[src/rtl/flm_pkg.sv]
package flm_pkg;

   // Link supervisor states; encodings are internal only.
   typedef enum logic [1:0] {
      LS_LOWLIGHT = 2'd0,
      LS_SETTLE   = 2'd1,
      LS_CHECK    = 2'd2,
      LS_PASS     = 2'd3
   } link_state_e;

endpackage

[src/rtl/flm_gap_detect.sv]
// Synchronizes the receive bit, then measures the gap since its last transition.
module flm_gap_detect #(
   parameter int GAP_CYCLES  = 375,
   parameter int SYNC_STAGES = 2
) (
   input  logic clk,
   input  logic rst_n,
   input  logic rx_bit,
   output logic activity_ok
);
   localparam int GW = $clog2(GAP_CYCLES + 1);
   localparam logic [GW-1:0] GAP_LIM = GW'(GAP_CYCLES);

   logic          rx_s;
   logic          rx_prev;
   logic          rx_edge;
   logic [GW-1:0] gap_cnt;

   generate
      if (SYNC_STAGES == 0) begin : g_nosync
         assign rx_s = rx_bit;
      end else begin : g_sync
         logic [SYNC_STAGES-1:0] chain;
         always_ff @(posedge clk or negedge rst_n) begin
            if (!rst_n) begin
               chain <= '0;
            end else begin
               chain[0] <= rx_bit;
               for (int i = 1; i < SYNC_STAGES; i++) begin
                  chain[i] <= chain[i-1];
               end
            end
         end
         assign rx_s = chain[SYNC_STAGES-1];
      end
   endgenerate

   always_ff @(posedge clk or negedge rst_n) begin
      if (!rst_n) begin
         rx_prev <= 1'b0;
      end else begin
         rx_prev <= rx_s;
      end
   end

   assign rx_edge = rx_s ^ rx_prev;

   // Saturating gap counter; starts saturated so reset means "no activity".
   always_ff @(posedge clk or negedge rst_n) begin
      if (!rst_n) begin
         gap_cnt <= GAP_LIM;
      end else if (rx_edge) begin
         gap_cnt <= '0;
      end else if (gap_cnt != GAP_LIM) begin
         gap_cnt <= gap_cnt + 1'b1;
      end
   end

   assign activity_ok = (gap_cnt < GAP_LIM);

   p_gap_restart_r2 : assert property (@(posedge clk) disable iff (!rst_n)
      rx_edge |=> (gap_cnt == '0))
      else $error("R2: gap counter did not restart after a transition");

   p_gap_bound_r2 : assert property (@(posedge clk) disable iff (!rst_n)
      gap_cnt <= GAP_LIM)
      else $error("R2: gap counter beyond limit");

endmodule

[src/rtl/flm_persist_timer.sv]
// Counts consecutive cycles of a condition; done once LIMIT cycles have been seen.
module flm_persist_timer #(
   parameter int LIMIT = 250
) (
   input  logic clk,
   input  logic rst_n,
   input  logic cond,
   output logic done
);
   localparam int TW = $clog2(LIMIT + 1);
   localparam logic [TW-1:0] LIM = TW'(LIMIT);

   logic [TW-1:0] cnt;

   always_ff @(posedge clk or negedge rst_n) begin
      if (!rst_n) begin
         cnt <= '0;
      end else if (!cond) begin
         cnt <= '0;
      end else if (cnt != LIM) begin
         cnt <= cnt + 1'b1;
      end
   end

   assign done = (cnt == LIM);

   p_no_overflow_r3 : assert property (@(posedge clk) disable iff (!rst_n)
      cnt <= LIM)
      else $error("R3: persistence counter overflow");

   p_clear_on_break_r3 : assert property (@(posedge clk) disable iff (!rst_n)
      !cond |=> (cnt == '0))
      else $error("R3: persistence counter kept count across a break");

endmodule

[src/rtl/flm_link_fsm.sv]
// Supervisor state machine: Low Light -> settle -> quiet check -> Pass.
module flm_link_fsm
   import flm_pkg::*;
(
   input  logic        clk,
   input  logic        rst_n,
   input  logic        healthy,
   input  logic        qual_done,
   input  logic        settle_done,
   input  logic        loss_done,
   input  logic        tx_active,
   input  logic        rx_active,
   output link_state_e state
);
   link_state_e state_nx;
   logic        quiet;

   assign quiet = !tx_active && !rx_active;

   always_comb begin
      state_nx = state;
      unique case (state)
         LS_LOWLIGHT: if (qual_done) state_nx = LS_SETTLE;
         LS_SETTLE: begin
            if (!healthy)         state_nx = LS_LOWLIGHT;
            else if (settle_done) state_nx = LS_CHECK;
         end
         LS_CHECK: begin
            if (!healthy)   state_nx = LS_LOWLIGHT;
            else if (quiet) state_nx = LS_PASS;
         end
         LS_PASS: if (loss_done) state_nx = LS_LOWLIGHT;
         default: state_nx = LS_LOWLIGHT;
      endcase
   end

   always_ff @(posedge clk or negedge rst_n) begin
      if (!rst_n) begin
         state <= LS_LOWLIGHT;
      end else begin
         state <= state_nx;
      end
   end

   p_settle_no_jump_r5 : assert property (@(posedge clk) disable iff (!rst_n)
      (state == LS_SETTLE) |=> (state != LS_PASS))
      else $error("R5: settle state jumped straight to Pass");

   p_lowlight_exit_r3 : assert property (@(posedge clk) disable iff (!rst_n)
      (state == LS_LOWLIGHT && !qual_done) |=> (state == LS_LOWLIGHT))
      else $error("R3: left Low Light without qualification");

endmodule

[src/rtl/fiber_link_supervisor.sv]
module fiber_link_supervisor
   import flm_pkg::*;
#(
   parameter int GAP_CYCLES    = 375,
   parameter int QUAL_CYCLES   = 250,
   parameter int SETTLE_CYCLES = 62_500_000,
   parameter int SYNC_STAGES   = 2
) (
   input  logic clk,
   input  logic rst_n,
   input  logic rx_bit,
   input  logic level_ok,
   input  logic tx_active,
   input  logic rx_active,
   output logic link_en,
   output logic link_led_n
);
   localparam int LOSS_CYCLES = 2 * QUAL_CYCLES;

   // elaboration-time parameter checks
   generate
      if (GAP_CYCLES < 2) begin : g_bad_gap
         $error("R8: GAP_CYCLES must be at least 2");
      end
      if (QUAL_CYCLES < 1) begin : g_bad_qual
         $error("R8: QUAL_CYCLES must be at least 1");
      end
      if (SETTLE_CYCLES < 1) begin : g_bad_settle
         $error("R8: SETTLE_CYCLES must be at least 1");
      end
      if (SYNC_STAGES > 4) begin : g_bad_sync
         $error("R8: SYNC_STAGES must not exceed 4");
      end
   endgenerate

   link_state_e state;
   logic activity_ok;
   logic healthy;
   logic qual_done, settle_done, loss_done;

   flm_gap_detect #(
      .GAP_CYCLES (GAP_CYCLES),
      .SYNC_STAGES(SYNC_STAGES)
   ) u_gap (
      .clk        (clk),
      .rst_n      (rst_n),
      .rx_bit     (rx_bit),
      .activity_ok(activity_ok)
   );

   assign healthy = level_ok && activity_ok;

   flm_persist_timer #(.LIMIT(QUAL_CYCLES)) u_qual (
      .clk  (clk),
      .rst_n(rst_n),
      .cond ((state == LS_LOWLIGHT) && healthy),
      .done (qual_done)
   );

   flm_persist_timer #(.LIMIT(SETTLE_CYCLES)) u_settle (
      .clk  (clk),
      .rst_n(rst_n),
      .cond ((state == LS_SETTLE) && healthy),
      .done (settle_done)
   );

   flm_persist_timer #(.LIMIT(LOSS_CYCLES)) u_loss (
      .clk  (clk),
      .rst_n(rst_n),
      .cond ((state == LS_PASS) && !healthy),
      .done (loss_done)
   );

   flm_link_fsm u_fsm (
      .clk        (clk),
      .rst_n      (rst_n),
      .healthy    (healthy),
      .qual_done  (qual_done),
      .settle_done(settle_done),
      .loss_done  (loss_done),
      .tx_active  (tx_active),
      .rx_active  (rx_active),
      .state      (state)
   );

   assign link_en    = (state == LS_PASS);
   assign link_led_n = !link_en;

   p_enable_quiet_r6 : assert property (@(posedge clk) disable iff (!rst_n)
      $rose(link_en) |-> $past(!tx_active && !rx_active))
      else $error("R6: link enabled after a busy cycle");

   p_drop_needs_loss_r4 : assert property (@(posedge clk) disable iff (!rst_n)
      $fell(link_en) |-> $past(loss_done))
      else $error("R4: link dropped without a full loss window");

endmodule

[config.mk]
export PLATFORM = sky130hd
export DESIGN_NAME = fiber_link_supervisor
export DESIGN_NICKNAME = d
export VERILOG_FILES = /design/src/rtl/flm_pkg.sv /design/src/rtl/flm_gap_detect.sv /design/src/rtl/flm_persist_timer.sv /design/src/rtl/flm_link_fsm.sv /design/src/rtl/fiber_link_supervisor.sv
export SDC_FILE = /design/constraint.sdc
export NUM_CORES = 1
export LEC_CHECK = 0
export ABC_AREA = 1
export BUFFER_PORTS_ARGS = -buffer_cell sky130_fd_sc_hd__buf_2
export CAP_MARGIN = 10
export CELL_PAD_IN_SITES_DETAIL_PLACEMENT = 0
export CELL_PAD_IN_SITES_GLOBAL_PLACEMENT = 1
export CORE_AREA = 2 2 87 89
export CTS_CLUSTER_DIAMETER = 100
export DETAILED_ROUTE_END_ITERATION = 12
export DIE_AREA = 0 0 89 91
export PLACE_DENSITY = 0.87
export SYNTH_ARGS = -nofsm -noshare
export SYNTH_HDL_FRONTEND = slang
export SYNTH_SLANG_ARGS = --single-unit
[constraint.sdc]
create_clock -name clk -period 1.9 [get_ports clk]
set_clock_uncertainty 0.1 [all_clocks]
set_input_delay 0.095 -clock clk [delete_from_list [all_inputs] [get_ports clk]]
set_output_delay 0.095 -clock clk [all_outputs]
set_load 0.05 [all_outputs]
## After elaboration in Yosys (flattened, before gate mapping)

Cells that the tools add are included.

- Input bits: 6
- Output and inout bits: 2
- Flip-flop bits (word level): 57
- Word-level logic and storage cells: 57

- Multiplexer cells: 15
- Equal/unequal tests: 17
- Reductions and logical operators: 12
- $lt $le $gt $ge: 1
- Add/sub/neg operators: 4
- Bitwise operators: 1

Operators by type and width:

| operator | count |
|---|---|
| 26-bit two-way mux | 2 |
| 9-bit two-way mux | 4 |
| 26-bit by 1-bit adder with 26-bit output, second input constant | 1 |
| 26-bit equality test, second input constant | 1 |
| 26-bit != test, second input constant | 1 |
| 9-bit by 1-bit adder with 9-bit output, second input constant | 2 |
| 9-bit != test, second input constant | 2 |
| 8-bit two-way mux | 2 |
| 2-bit two-way mux | 6 |
| 9-bit equality test, second input constant | 1 |
| 9-bit less-than comparator, second input constant | 1 |
| 8-bit by 1-bit adder with 8-bit output, second input constant | 1 |
| 8-bit equality test, second input constant | 1 |
| 2-bit != test, second input constant | 4 |
| 8-bit != test, second input constant | 1 |
| 2-bit case mux with 4 select lines | 1 |
| 1-bit logical AND | 5 |
| 2-bit equality test, second input constant | 2 |
| 1-bit zero test | 4 |
| 4-bit AND reduction | 1 |
| 3-bit by 2-bit != test with 1-bit output, second input constant | 1 |
| 3-bit != test, second input constant | 1 |
| 2-bit by 1-bit equality test with 1-bit output, second input constant | 1 |
| 2-bit zero test | 1 |
| other kinds (3) | 3 |

## Depth between registers and ports, before layout

Gate-level depths: netlist of run 1.

- Word-level depth: 5
- Gate-level depth with buffers: 11

## By module

Synthesis of run 1 repeated with hierarchy kept, for this count alone.

- Cells, all modules: 492
- Area total of the unflattened synthesis: 3,479.6 um^2

Modules (own cells, without submodules):

| module | cells each | times used | sequential area each (um^2) | area each (um^2) |
|---|---|---|---|---|
| flm_persist_timer (u_settle) | 248 | 1 | 650.6 | 1,635.3 |
| flm_gap_detect | 79 | 1 | 309.0 | 640.6 |
| flm_persist_timer (u_loss) | 65 | 1 | 225.2 | 524.3 |
| flm_persist_timer (u_qual) | 59 | 1 | 200.2 | 466.7 |
| flm_link_fsm | 30 | 1 | 50.0 | 166.4 |
| fiber_link_supervisor | 11 | 1 | 0.0 | 46.3 |

## Worst setup path before layout of run 1

OpenSTA, ideal clock, no wires.

- Kind: reg2reg
- Start point: register u_fsm.state[1]
- End point: register u_fsm.state[1]
- Slack: -0.076 ns
- Library setup time: 0.118 ns
- Arrival: 1.758 ns
- Clock period less this slack: 1.976 ns
- Stages on the path, launching flop included: 9
- Cells stage by stage: dfrtp_1 -> nand2_1 -> inv_1 -> nand2_1 -> nand2_1 -> inv_1 -> nand3_1 -> nand2_1 -> nand2_1

- Cells in the longest elaborated chain, start to end: 3
- Elaborated cells on any way between the ends: 10
- Those cells by class: eq/ne: 7; mux: 1; reduce/logical: 2

Ends and longest elaborated chain:

| item | RTL line | source |
|---|---|---|
| start: declaration | flm_link_fsm.sv:13 | `output link_state_e state` |
| start signal: assignment | flm_link_fsm.sv:41 | `state <= state_nx;` |
| 2-bit equality test * | - |  |
| named net link_en | fiber_link_supervisor.sv:15 | `output logic link_en,` |
| 2-bit by 1-bit != test with 1-bit output (no source line) | - |  |
| 4-bit AND reduction (no source line) | - |  |

Mark *: on every way through the listed nets, which the timed path passes. The rest lies on a longest branch.
A chain may end at the register's enable or synchronous reset.

## Worst setup path in the final report of run 1

- Start point: register u_settle.cnt[0]
- End point: register u_settle.cnt[20]

- Cells in the longest elaborated chain, start to end: 3
- Elaborated cells on any way between the ends: 5
- Those cells by class: add/sub: 1; eq/ne: 2; mux: 2

Ends and longest elaborated chain:

| item | RTL line | source |
|---|---|---|
| start: declaration | flm_persist_timer.sv:13 | `logic [TW-1:0] cnt;` |
| start signal: assignment | flm_persist_timer.sv:21 | `cnt <= cnt + 1'b1;` |
| 26-bit by 1-bit adder with 26-bit output | flm_persist_timer.sv:21 |  |
| 26-bit two-way mux | flm_persist_timer.sv:20 | `end else if (cnt != LIM) begin` |
| 26-bit two-way mux | flm_persist_timer.sv:18 | `end else if (!cond) begin` |

Several ways; a longest one is shown, not always the timed one. The select of a mux whose other input is x is not followed.

==> flow_metrics.py, run 1 <==
metrics = {
    "synth": {
        "synth_warnings": 0,
        "synth_top_family_by_area": "simple AND/OR/NAND/NOR gates",
        "synth_area_per_cell_um2": 8.189,
        "ys_seq_area_frac": 0.4403,
        "synth_compound_area_frac": 0.07869,
        "synth_xor_area_frac": 0.04837,
        "ys_ff_latch": 57,
        "synthCells": 398,
        "synth_edf_count": 0,
        "netlist_area_um2": 3259,
        "synthArstFlopShare": 1.000,
        "synth_top_area_share": 0.3839,
        "yosys.area_share.simple": 0.3344,
        "synth_area_leader_cell": "dfrtp_1",
        "yosys-top-cells-area": "dfrtp_1 38%, nand2_1 8.3%, nor2_1 6.8%",
        "synthMuxAreaShare": 0,
        "syn_nets": 411,
        "synth_cell_type_count": 38,
        "synthAdderAreaFrac": 0.02687,
        "yosys_most_used_dff": "dfrtp_1",
    },
    "worst_setup_path": {
        "reg2reg_depth": 9,
        "crit_path_start": "u_settle.cnt[0]$_DFFE_PN0P_",
        "path_depth": 9,
        "cp-end-kind": "flop",
        "critPathTopFamily": "simple AND/OR/NAND/NOR gates",
        "crit_chain": "ha_1 > nand2_1 > nor2_2 > nand2_2 > inv_2 > nand2_1 > nor3_2 > nand2_1 > nor3b_2",
        "crit-reg2reg-launch": "u_settle.cnt[0]$_DFFE_PN0P_",
        "crit_path_start_kind": "flop",
        "worstSetupPathType": "flop to flop",
        "path_buf_inv": 1,
        "r2r_setup_slack_ns": 0.17,
        "cp_max_fo": 5,
        "crit_top_cell": "nand2_1",
        "critPathSlowestCell": "dfrtp_1",
        "crit_arrival_ns": 1.85,
        "slowest_delay_ns": 0.41,
        "required_ns": 2.02,
    },
    "clocking": {
        "tritoncts": "built",
        "cts-buffers-inserted": 9,
        "htree_levels": 3,
        "clk_latency_ns": 0.34,
        "clock_path_buffers": 2,
        "clk_pin_slew_ns": 0.07,
        "cts_num_sinks": 57,
        "clockRootBuffer": "clkbuf_8",
    },
    "floorplanning": {
        "rows": 31,
        "ioPinCount": 8,
        "die_h_um": 91,
        "dieWidth_um": 89,
        "initial_utilization": 0.4567,
        "coreArea_um2": 7137,
        "dieArea_um2": 8099,
    },
    "run": {
        "max_cap_violations": 0,
    },
    "power": {
        "switching_power_mw": 0.5990,
        "internal-power_mw": 2.009,
        "power_mw": 2.608,
        "swShare": 0.2297,
        "seqPwrFrac": 0.482,
        "power_density_nw_per_um2": 704.6,
        "p_comb_frac": 0.035,
        "leakage_nw": 1.603,
        "clkPwrFrac": 0.484,
        "vdd_drop_max_mv": 0.4259,
    },
    "min_path": {
        "hp-class": "input port to flop",
        "whs_path_depth": 5,
        "hp-start": "tx_active",
    },
    "layout": {
        "fin_cells": 526,
        "layout-drive-gt1-share": 0.1733,
        "utilization": 0.5186,
        "nFillCells": 704,
        "final_cell_area_um2": 3701,
        "final_common_cell": "nand2_1",
        "area_delta_synth_final_pct": 13.55,
        "nNetsFinal": 435,
        "diodes": 0,
        "layout_common_cells": "71 x nand2_1, 59 x nor2_1, 51 x inv_1",
    },
    "sta": {
        "timing.final.crit_share": 0.9112,
        "slew_headroom": 0.6532,
        "report.final.slew_viol_count": 0,
        "fmax_mhz": 577.6,
        "tns_ns": 0,
        "fin_hold_ws_ns": 0.1067,
        "hold_viol": 0,
        "final.setup.worst_slack_ns": 0.1687,
        "period_needed_ns": 1.731,
        "rsz0062_at_grt": "no",
        "worst_slew_pin_slew_ns": 0.5202,
        "setup_viol": 0,
    },
    "route": {
        "dr.pass1.iters": 4,
        "post_drt_wl_per_cell_um": 12.12,
        "viasPerCell": 5.004,
        "wirelength_um": 6374,
        "drt_iter0_drc": 135,
        "num_vias": 2632,
        "ant_nets": 0,
        "post-route-drc-count": 0,
    },
    "place": {
        "placement.io_buffers": 7,
        "dpl.cell_count": 507,
        "dp_slack_ns": 0.1606,
        "gp_congestion": 0.8182,
        "postPlaceCellArea_um2": 3455,
        "dp_hpwl_um": 4635,
    },
    "global_routing": {
        "antenna_found_initial": 0,
        "grt_pass1_wl_um": 11460,
        "grt_pass1_vias": 2512,
        "grt_max_degree": 38,
        "top_usage_layer": "met2",
        "grt.total_usage": 0.1824,
        "met1_usage": 0.2499,
        "use_met2": 0.2755,
        "gr-usage-met3": 0.05182,
        "overflow": 0,
    },
    "status": {
        "status": "finished clean",
    },
}
## metal layers
layer / part of all wire / up-vias
li1: - / 1338
met1: 0.49 / 1261
met2: 0.47 / 27
met3: 0.026 / 6
met4: 0.012 / 0
met5: 0 / -
## cell usage after synthesis (3+ instances only)
cell,number
nor3_2,5
o21ai_1,6
inv_2,5
nor2_2,6
dfstp_2,7
xnor2_1,3
nor2_1,59
xor2_1,15
dfrtp_1,50
a31oi_1,3
nand2_4,3
nand3_1,16
nor3_1,19
nand2_2,3
nand2_1,72
nor3b_1,4
ha_1,7
a21oi_1,19
nand4_1,10
inv_1,51
o21ai_0,7
o21a_1,5
## state kept, by name, indices dropped and copies added, names as in the netlist
| register | count |
|---|---|
| u_loss.cnt | 9 |
| u_settle.cnt | 26 |
| u_gap.gap_cnt | 9 |
| u_fsm.state | 2 |
| u_qual.cnt | 8 |
| u_gap.g_sync.chain | 2 |
| u_gap.rx_prev | 1 |
## path summary, 6_finish.rpt
check	end
min in group asynchronous	u_settle.cnt[15]$_DFFE_PN0P_
min reg2reg	u_gap.g_sync.chain[1]$_DFF_PN0_
max in group asynchronous	u_gap.gap_cnt[0]$_DFFE_PN1P_
max	u_settle.cnt[20]$_DFFE_PN0P_
max reg2reg	u_settle.cnt[20]$_DFFE_PN0P_
min	u_fsm.state[1]$_DFFE_PN0P_
## tightest hold or removal path: stages
cell and delay [ns]:
buf_2 0.07, or2_2 0.10, nand3_2 0.09, nand4_1 0.10, nand2_1 0.05
## power by group through the flow
| stage | Sequential, mW | Clock (mW) | Combinational (mW) |
|---|---|---|---|
| 6_report | 1.26 | 1.26 | 0.0911 |
| 5_1_grt | 1.26 | 1.36 | 0.108 |
| 4_1_cts | 1.26 | 1.31 | 0.0955 |
| 3_5_place_dp | 1.28 | 0 | 0.0916 |
| 3_3_place_gp | 1.28 | 0 | 0.0879 |
| 2_1_floorplan | 1.27 | 0 | 0.0441 |
## cell type report
class | count | area, µm² | share of cell area
clock buffers | 9 | 123.9 | 0.03347
repair buffers | 15 | 112.6 | 0.03043
multi-input cells | 282 | 1594 | 0.4307
flip-flops and latches | 57 | 1435 | 0.3878
well taps | 99 | 123.9 | 0.03347
inverters | 57 | 216.5 | 0.05849
clock inverters | 7 | 95.09 | 0.02569
## logic make-up after synthesis
kind of cell	after synthesis
XOR/XNOR	18
adder cells (fa/ha/maj)	7
AO/OA/AOI/OAI	44
flip-flops	57
AND/OR/NAND/NOR	213
buffers and inverters	59
## repair_timing
item / in CTS / in global routing
endpoints found under the hold margin: 21 / 0
gates resized for setup: 0 / 0
buffers inserted: 0 / 1
hold buffers: 2 / 0
endpoints found under the setup margin: 0 / 3
No activity file was read; power rests on OpenSTA's default activity.
==> run 2, diff against run 1 <==
- CELL_PAD_IN_SITES_DETAIL_PLACEMENT: 0 -> 1
- CELL_PAD_IN_SITES_GLOBAL_PLACEMENT: 1 -> 2
- CORE_AREA: 2 2 87 89 -> 2 2 96 98
- DIE_AREA: 0 0 89 91 -> 0 0 98 100
- PLACE_DENSITY: 0.87 -> 0.88
==> flow_metrics.py, run 2 (synthesized netlist as in run 1, its figures left out) <==
metrics = {
    "global_routing": {
        "grt_pass1_vias": 2848,
        "overflow": 0,
        "grt_pass1_wl_um": 13350,
        "grt_max_degree": 39,
        "top_usage_layer": "met2",
        "met1_usage": 0.2146,
        "use_met2": 0.2856,
        "gr-usage-met3": 0.03969,
        "antenna_found_initial": 0,
        "grt.total_usage": 0.1688,
    },
    "layout": {
        "nFillCells": 1098,
        "layout_common_cells": "71 x nand2_1, 59 x nor2_1, 51 x inv_1",
        "diodes": 0,
        "largest_reg_flops": 26,
        "final_common_cell": "nand2_1",
        "area_delta_synth_final_pct": 12.71,
        "layout-drive-gt1-share": 0.1706,
        "nNetsFinal": 436,
        "fin_cells": 539,
        "reg_top3": "u_settle.cnt (26), u_gap.gap_cnt (9), u_loss.cnt (9)",
        "top_register": "u_settle.cnt",
    },
    "power": {
        "vdd_drop_max_mv": 0.3743,
        "power_density_nw_per_um2": 635.7,
        "leakage_nw": 1.578,
    },
    "floorplanning": {
        "die_h_um": 100,
        "initial_utilization": 0.3666,
        "dieArea_um2": 9800,
        "coreArea_um2": 8890,
        "rows": 35,
        "dieWidth_um": 98,
        "ioPinCount": 8,
    },
    "sta": {
        "hold_viol": 0,
        "setup_viol": 0,
        "slew_headroom": 0.6763,
        "final.setup.worst_slack_ns": 0.1511,
        "worst_slew_pin_slew_ns": 0.4856,
        "period_needed_ns": 1.749,
        "report.final.slew_viol_count": 0,
        "timing.final.crit_share": 0.9205,
        "fmax_mhz": 571.8,
        "tns_ns": 0,
    },
    "route": {
        "num_vias": 2623,
        "post-route-drc-count": 0,
        "post_drt_wl_per_cell_um": 13.46,
        "viasPerCell": 4.866,
        "ant_nets": 0,
        "drt_iter0_drc": 69,
        "wirelength_um": 7253,
        "dr.pass1.iters": 4,
    },
    "place": {
        "placement.io_buffers": 7,
        "dpl.cell_count": 519,
        "dp_hpwl_um": 5458,
        "gp_congestion": 0.8201,
        "dp_slack_ns": 0.1541,
    },
    "worst_setup_path": {
        "path_buf_inv": 1,
        "worstSetupPathType": "flop to flop",
        "crit_path_start_kind": "flop",
        "critPathSlowestCell": "dfrtp_1",
        "slowest_delay_ns": 0.36,
        "critPathTopFamily": "simple AND/OR/NAND/NOR gates",
        "crit_arrival_ns": 1.85,
        "cp-end-kind": "flop",
        "required_ns": 2.00,
        "crit_top_cell": "nand2_1",
        "cp_max_fo": 4,
        "crit_chain": "ha_2 > nand2_1 > nor2_2 > nand2_2 > inv_2 > nand2_1 > nor3_2 > nand2_1 > nor3b_2",
    },
    "clocking": {
        "clk_pin_slew_ns": 0.07,
        "tritoncts": "built",
        "cts-buffers-inserted": 9,
        "cts_num_sinks": 57,
        "htree_levels": 3,
        "clock_path_buffers": 2,
        "clockRootBuffer": "clkbuf_8",
        "clk_latency_ns": 0.34,
    },
    "min_path": {
        "hp-class": "input port to flop",
    },
    "status": {
        "status": "finished clean",
    },
    "run": {
        "max_cap_violations": 0,
    },
}
[run 2: cell types whose count changed in the layout (fill, tap and decap cells not counted)]
cell       delta
clkbuf_1      +3
bufinv_16     -2
clkinv_4      -2
buf_4         +1
clkbuf_8      +1
ha_1          -1
ha_2          +1
[run 2: power by group]
group          total [mW]  switching, mW  internal [mW]
combinational      0.0915         0.0595         0.0319
clock               0.987          0.481          0.505
sequential           1.26         0.0170           1.24
[run 2: worst paths after layout]
path / start / endpoint / slack [ns] / cells after the start
setup / recovery: u_settle.cnt[0]$_DFFE_PN0P_ / u_settle.cnt[20]$_DFFE_PN0P_ / 0.15 / 9
hold / removal: tx_active / u_fsm.state[0]$_DFFE_PN0P_ / 0.11 / 5
hold reg to reg: u_gap.g_sync.chain[0]$_DFF_PN0_ / u_gap.g_sync.chain[1]$_DFF_PN0_ / 0.26 / 0
setup reg to reg: u_settle.cnt[0]$_DFFE_PN0P_ / u_settle.cnt[20]$_DFFE_PN0P_ / 0.15 / 9
min in group asynchronous: rst_n / u_qual.cnt[6]$_DFFE_PN0P_ / 0.15 / 2
max in group asynchronous: rst_n / u_gap.gap_cnt[0]$_DFFE_PN1P_ / 0.92 / 3
[run 2: tightest hold or removal path, delay by kind of cell]
family,cells,cell delay [ns]
buf+inv,1,0.07
simple gates,4,0.34
[run 2: stage by stage]
step                cell area (µm²)    util  power [mW]  hold slack (ns)
floorplan                      3262       -       1.318          -0.3006
global placement               3470  0.3903       1.368         -0.01006
detailed placement             3470  0.3903       1.371        -0.009425
CTS                            3656  0.4113       2.385          0.09366
global route                   3674  0.4132       2.442           0.1385
finish                         3674  0.4132       2.335           0.1079
[run 2: layout make-up]
cell class | instances | area (µm²) | share of cell area
tap | 111 | 138.9 | 0.03781
clock inverter | 3 | 17.52 | 0.004768
sequential | 57 | 1435 | 0.3907
timing repair buffer | 16 | 120.1 | 0.03270
inverter | 57 | 216.5 | 0.05892
clock buffer | 13 | 148.9 | 0.04053
multi-input combinational | 282 | 1597 | 0.4346
[run 2: per-layer routing]
metal / part of all wire / routed length [µm] / vias to the layer above
met1: 0.49 / 3570 / 1271
met2: 0.48 / 3457 / 12
met4: 0.013 / 91 / 0
met3: 0.019 / 135 / 8
met5: 0 / 0 / -
li1: - / - / 1332
[run 2: what timing repair did]
| action | 4_1_cts | 5_1_grt |
|---|---|---|
| endpoints found under the setup margin | 0 | 2 |
| buffers inserted | 0 | 2 |
| endpoints found under the hold margin | 20 | 0 |
| hold buffers | 2 | 0 |
| gates resized for setup | 0 | 1 |
==> run 3, diff against run 2 <==
- BUFFER_PORTS_ARGS: -buffer_cell sky130_fd_sc_hd__buf_2 -> default
- CORE_AREA: 2 2 96 98 -> 2 2 95 97
- DIE_AREA: 0 0 98 100 -> 0 0 97 99
- DONT_BUFFER_PORTS: default -> 1
==> flow_metrics.py, run 3 (synthesized netlist as in run 1, its figures left out) <==
metrics = {
    "status": {
        "status": "finished clean",
    },
    "floorplanning": {
        "ioPinCount": 8,
        "initial_utilization": 0.3812,
        "dieWidth_um": 97,
        "dieArea_um2": 9603,
        "rows": 34,
        "coreArea_um2": 8551,
        "die_h_um": 99,
    },
    "layout": {
        "area_delta_synth_final_pct": 16.70,
        "top_register": "u_settle.cnt",
        "layout_common_cells": "71 x nand2_1, 59 x nor2_1, 51 x inv_1",
        "reg_top3": "u_settle.cnt (26), u_gap.gap_cnt (9), u_loss.cnt (9)",
        "largest_reg_flops": 26,
        "nFillCells": 1021,
        "layout-drive-gt1-share": 0.1729,
        "final_common_cell": "nand2_1",
        "final_cell_area_um2": 3804,
        "nNetsFinal": 436,
        "diodes": 0,
        "fin_cells": 536,
    },
    "sta": {
        "slew_headroom": 0.7169,
        "setup_viol": 0,
        "period_needed_ns": 1.734,
        "report.final.slew_viol_count": 0,
        "worst_slew_pin_slew_ns": 0.4236,
        "fmax_mhz": 576.5,
        "hold_viol": 0,
        "timing.final.crit_share": 0.9129,
        "final.setup.worst_slack_ns": 0.1655,
    },
    "worst_setup_path": {
        "cp_max_fo": 5,
        "cp-end-kind": "flop",
        "crit_chain": "nand2_1 > nor3_1 > nand2_1 > nor3_2 > xor2_1 > nor2_1",
        "slowest_delay_ns": 0.43,
        "critPathSlowestCell": "dfrtp_1",
        "crit_path_start_kind": "flop",
        "worstSetupPathType": "flop to flop",
        "crit_top_cell": "nand2_1",
        "crit_arrival_ns": 1.86,
        "required_ns": 2.03,
    },
    "global_routing": {
        "grt.total_usage": 0.1800,
        "grt_max_degree": 58,
        "overflow": 0,
        "grt_pass1_wl_um": 13940,
        "antenna_found_initial": 0,
        "grt_pass1_vias": 2955,
    },
    "route": {
        "wirelength_um": 8107,
        "dr.pass1.iters": 4,
        "post_drt_wl_per_cell_um": 15.13,
        "viasPerCell": 5.021,
        "ant_nets": 0,
        "post-route-drc-count": 0,
        "num_vias": 2691,
        "drt_iter0_drc": 89,
    },
    "place": {
        "placement.io_buffers": 0,
        "dp_slack_ns": 0.1504,
        "gp_congestion": 0.8536,
        "postPlaceCellArea_um2": 3411,
        "dpl.cell_count": 508,
        "dp_hpwl_um": 5553,
    },
    "clocking": {
        "htree_levels": 3,
        "tritoncts": "built",
        "clockRootBuffer": "clkbuf_8",
        "clock_path_buffers": 2,
        "clk_pin_slew_ns": 0.08,
        "clk_latency_ns": 0.35,
        "cts-buffers-inserted": 9,
        "cts_num_sinks": 57,
    },
    "power": {
        "power_mw": 2.894,
        "vdd_drop_max_mv": 0.3281,
        "leakage_nw": 1.619,
        "power_density_nw_per_um2": 760.7,
    },
    "min_path": {
        "hp-class": "input port to flop",
    },
    "run": {
        "max_cap_violations": 0,
    },
}
run 3: cell types whose count changed in the layout (fill, tap and decap cells not counted), sizes merged:
cell,before,now
clkinv,2,0
bufinv,0,4
clkinvlp,1,3
nand4,11,12
buf,14,11
clkbuf,13,9
dlygate4sd3,2,4
run 3: report_power, final:
group	internal, mW	switching, mW
clock network	1.00	0.539
logic	0.0333	0.0618
registers	1.24	0.0166
run 3: final cells by class:
cell class                 instances  area [µm²]  share of cell area
timing repair buffer              15       142.6             0.03750
clock buffer                       9       123.9             0.03257
inverter                          57       216.5             0.05691
multi-input combinational        283        1607              0.4224
sequential                        57        1436              0.3776
clock inverter                     7       142.6             0.03750
tap                              108       135.1             0.03553
run 3: per-layer routing:
| layer | up-vias | track usage | routed length [µm] |
|---|---|---|---|
| li1 | 1334 | - | - |
| met1 | 1313 | 0.2204 | 3674 |
| met2 | 29 | 0.3061 | 4031 |
| met3 | 15 | 0.04894 | 241 |
| met4 | 0 | 0.06501 | 160 |
| met5 | - | 0 | 0 |
run 3: worst max-delay path: cells and delay by family, from the launching register on:
kind	cells	cell delay [ns]
XOR/XNOR	1	0.18
flip-flops	1	0.43
AND/OR/NAND/NOR	5	0.91
run 3: what timing repair did:
| item | in CTS | in global routing |
|---|---|---|
| endpoints found under the hold margin | 60 | 7 |
| hold buffers | 4 | 1 |
| endpoints found under the setup margin | 0 | 6 |
| resized for setup | 0 | 1 |
| buffers inserted | 0 | 6 |
run 3: through the flow:
stage / setup TNS, ns / utilization / hold WS [ns]
after floorplan: 0 / - / -0.3006
after global placement: 0 / 0.3989 / -0.2977
after detailed placement: 0 / 0.3989 / -0.2973
after CTS: 0 / 0.4368 / 0.02053
after global routing: -0.002527 / 0.4448 / 0.01177
final: 0 / 0.4448 / 0.007965
run 3: worst paths after layout:
check                                                     start                              end  slack, ns  depth (start not counted)
worst max-delay path               u_settle.cnt[10]$_DFFE_PN0P_     u_settle.cnt[22]$_DFFE_PN0P_       0.17                          6
worst min-delay path                                   level_ok     u_settle.cnt[23]$_DFFE_PN0P_      0.008                          2
worst max register to register     u_settle.cnt[10]$_DFFE_PN0P_     u_settle.cnt[22]$_DFFE_PN0P_       0.17                          6
worst min register to register  u_gap.g_sync.chain[0]$_DFF_PN0_  u_gap.g_sync.chain[1]$_DFF_PN0_       0.26                          0
max in group asynchronous                                 rst_n     u_gap.gap_cnt[1]$_DFFE_PN1P_       1.21                          2
min in group asynchronous                                 rst_n     u_settle.cnt[24]$_DFFE_PN0P_       0.16                          2
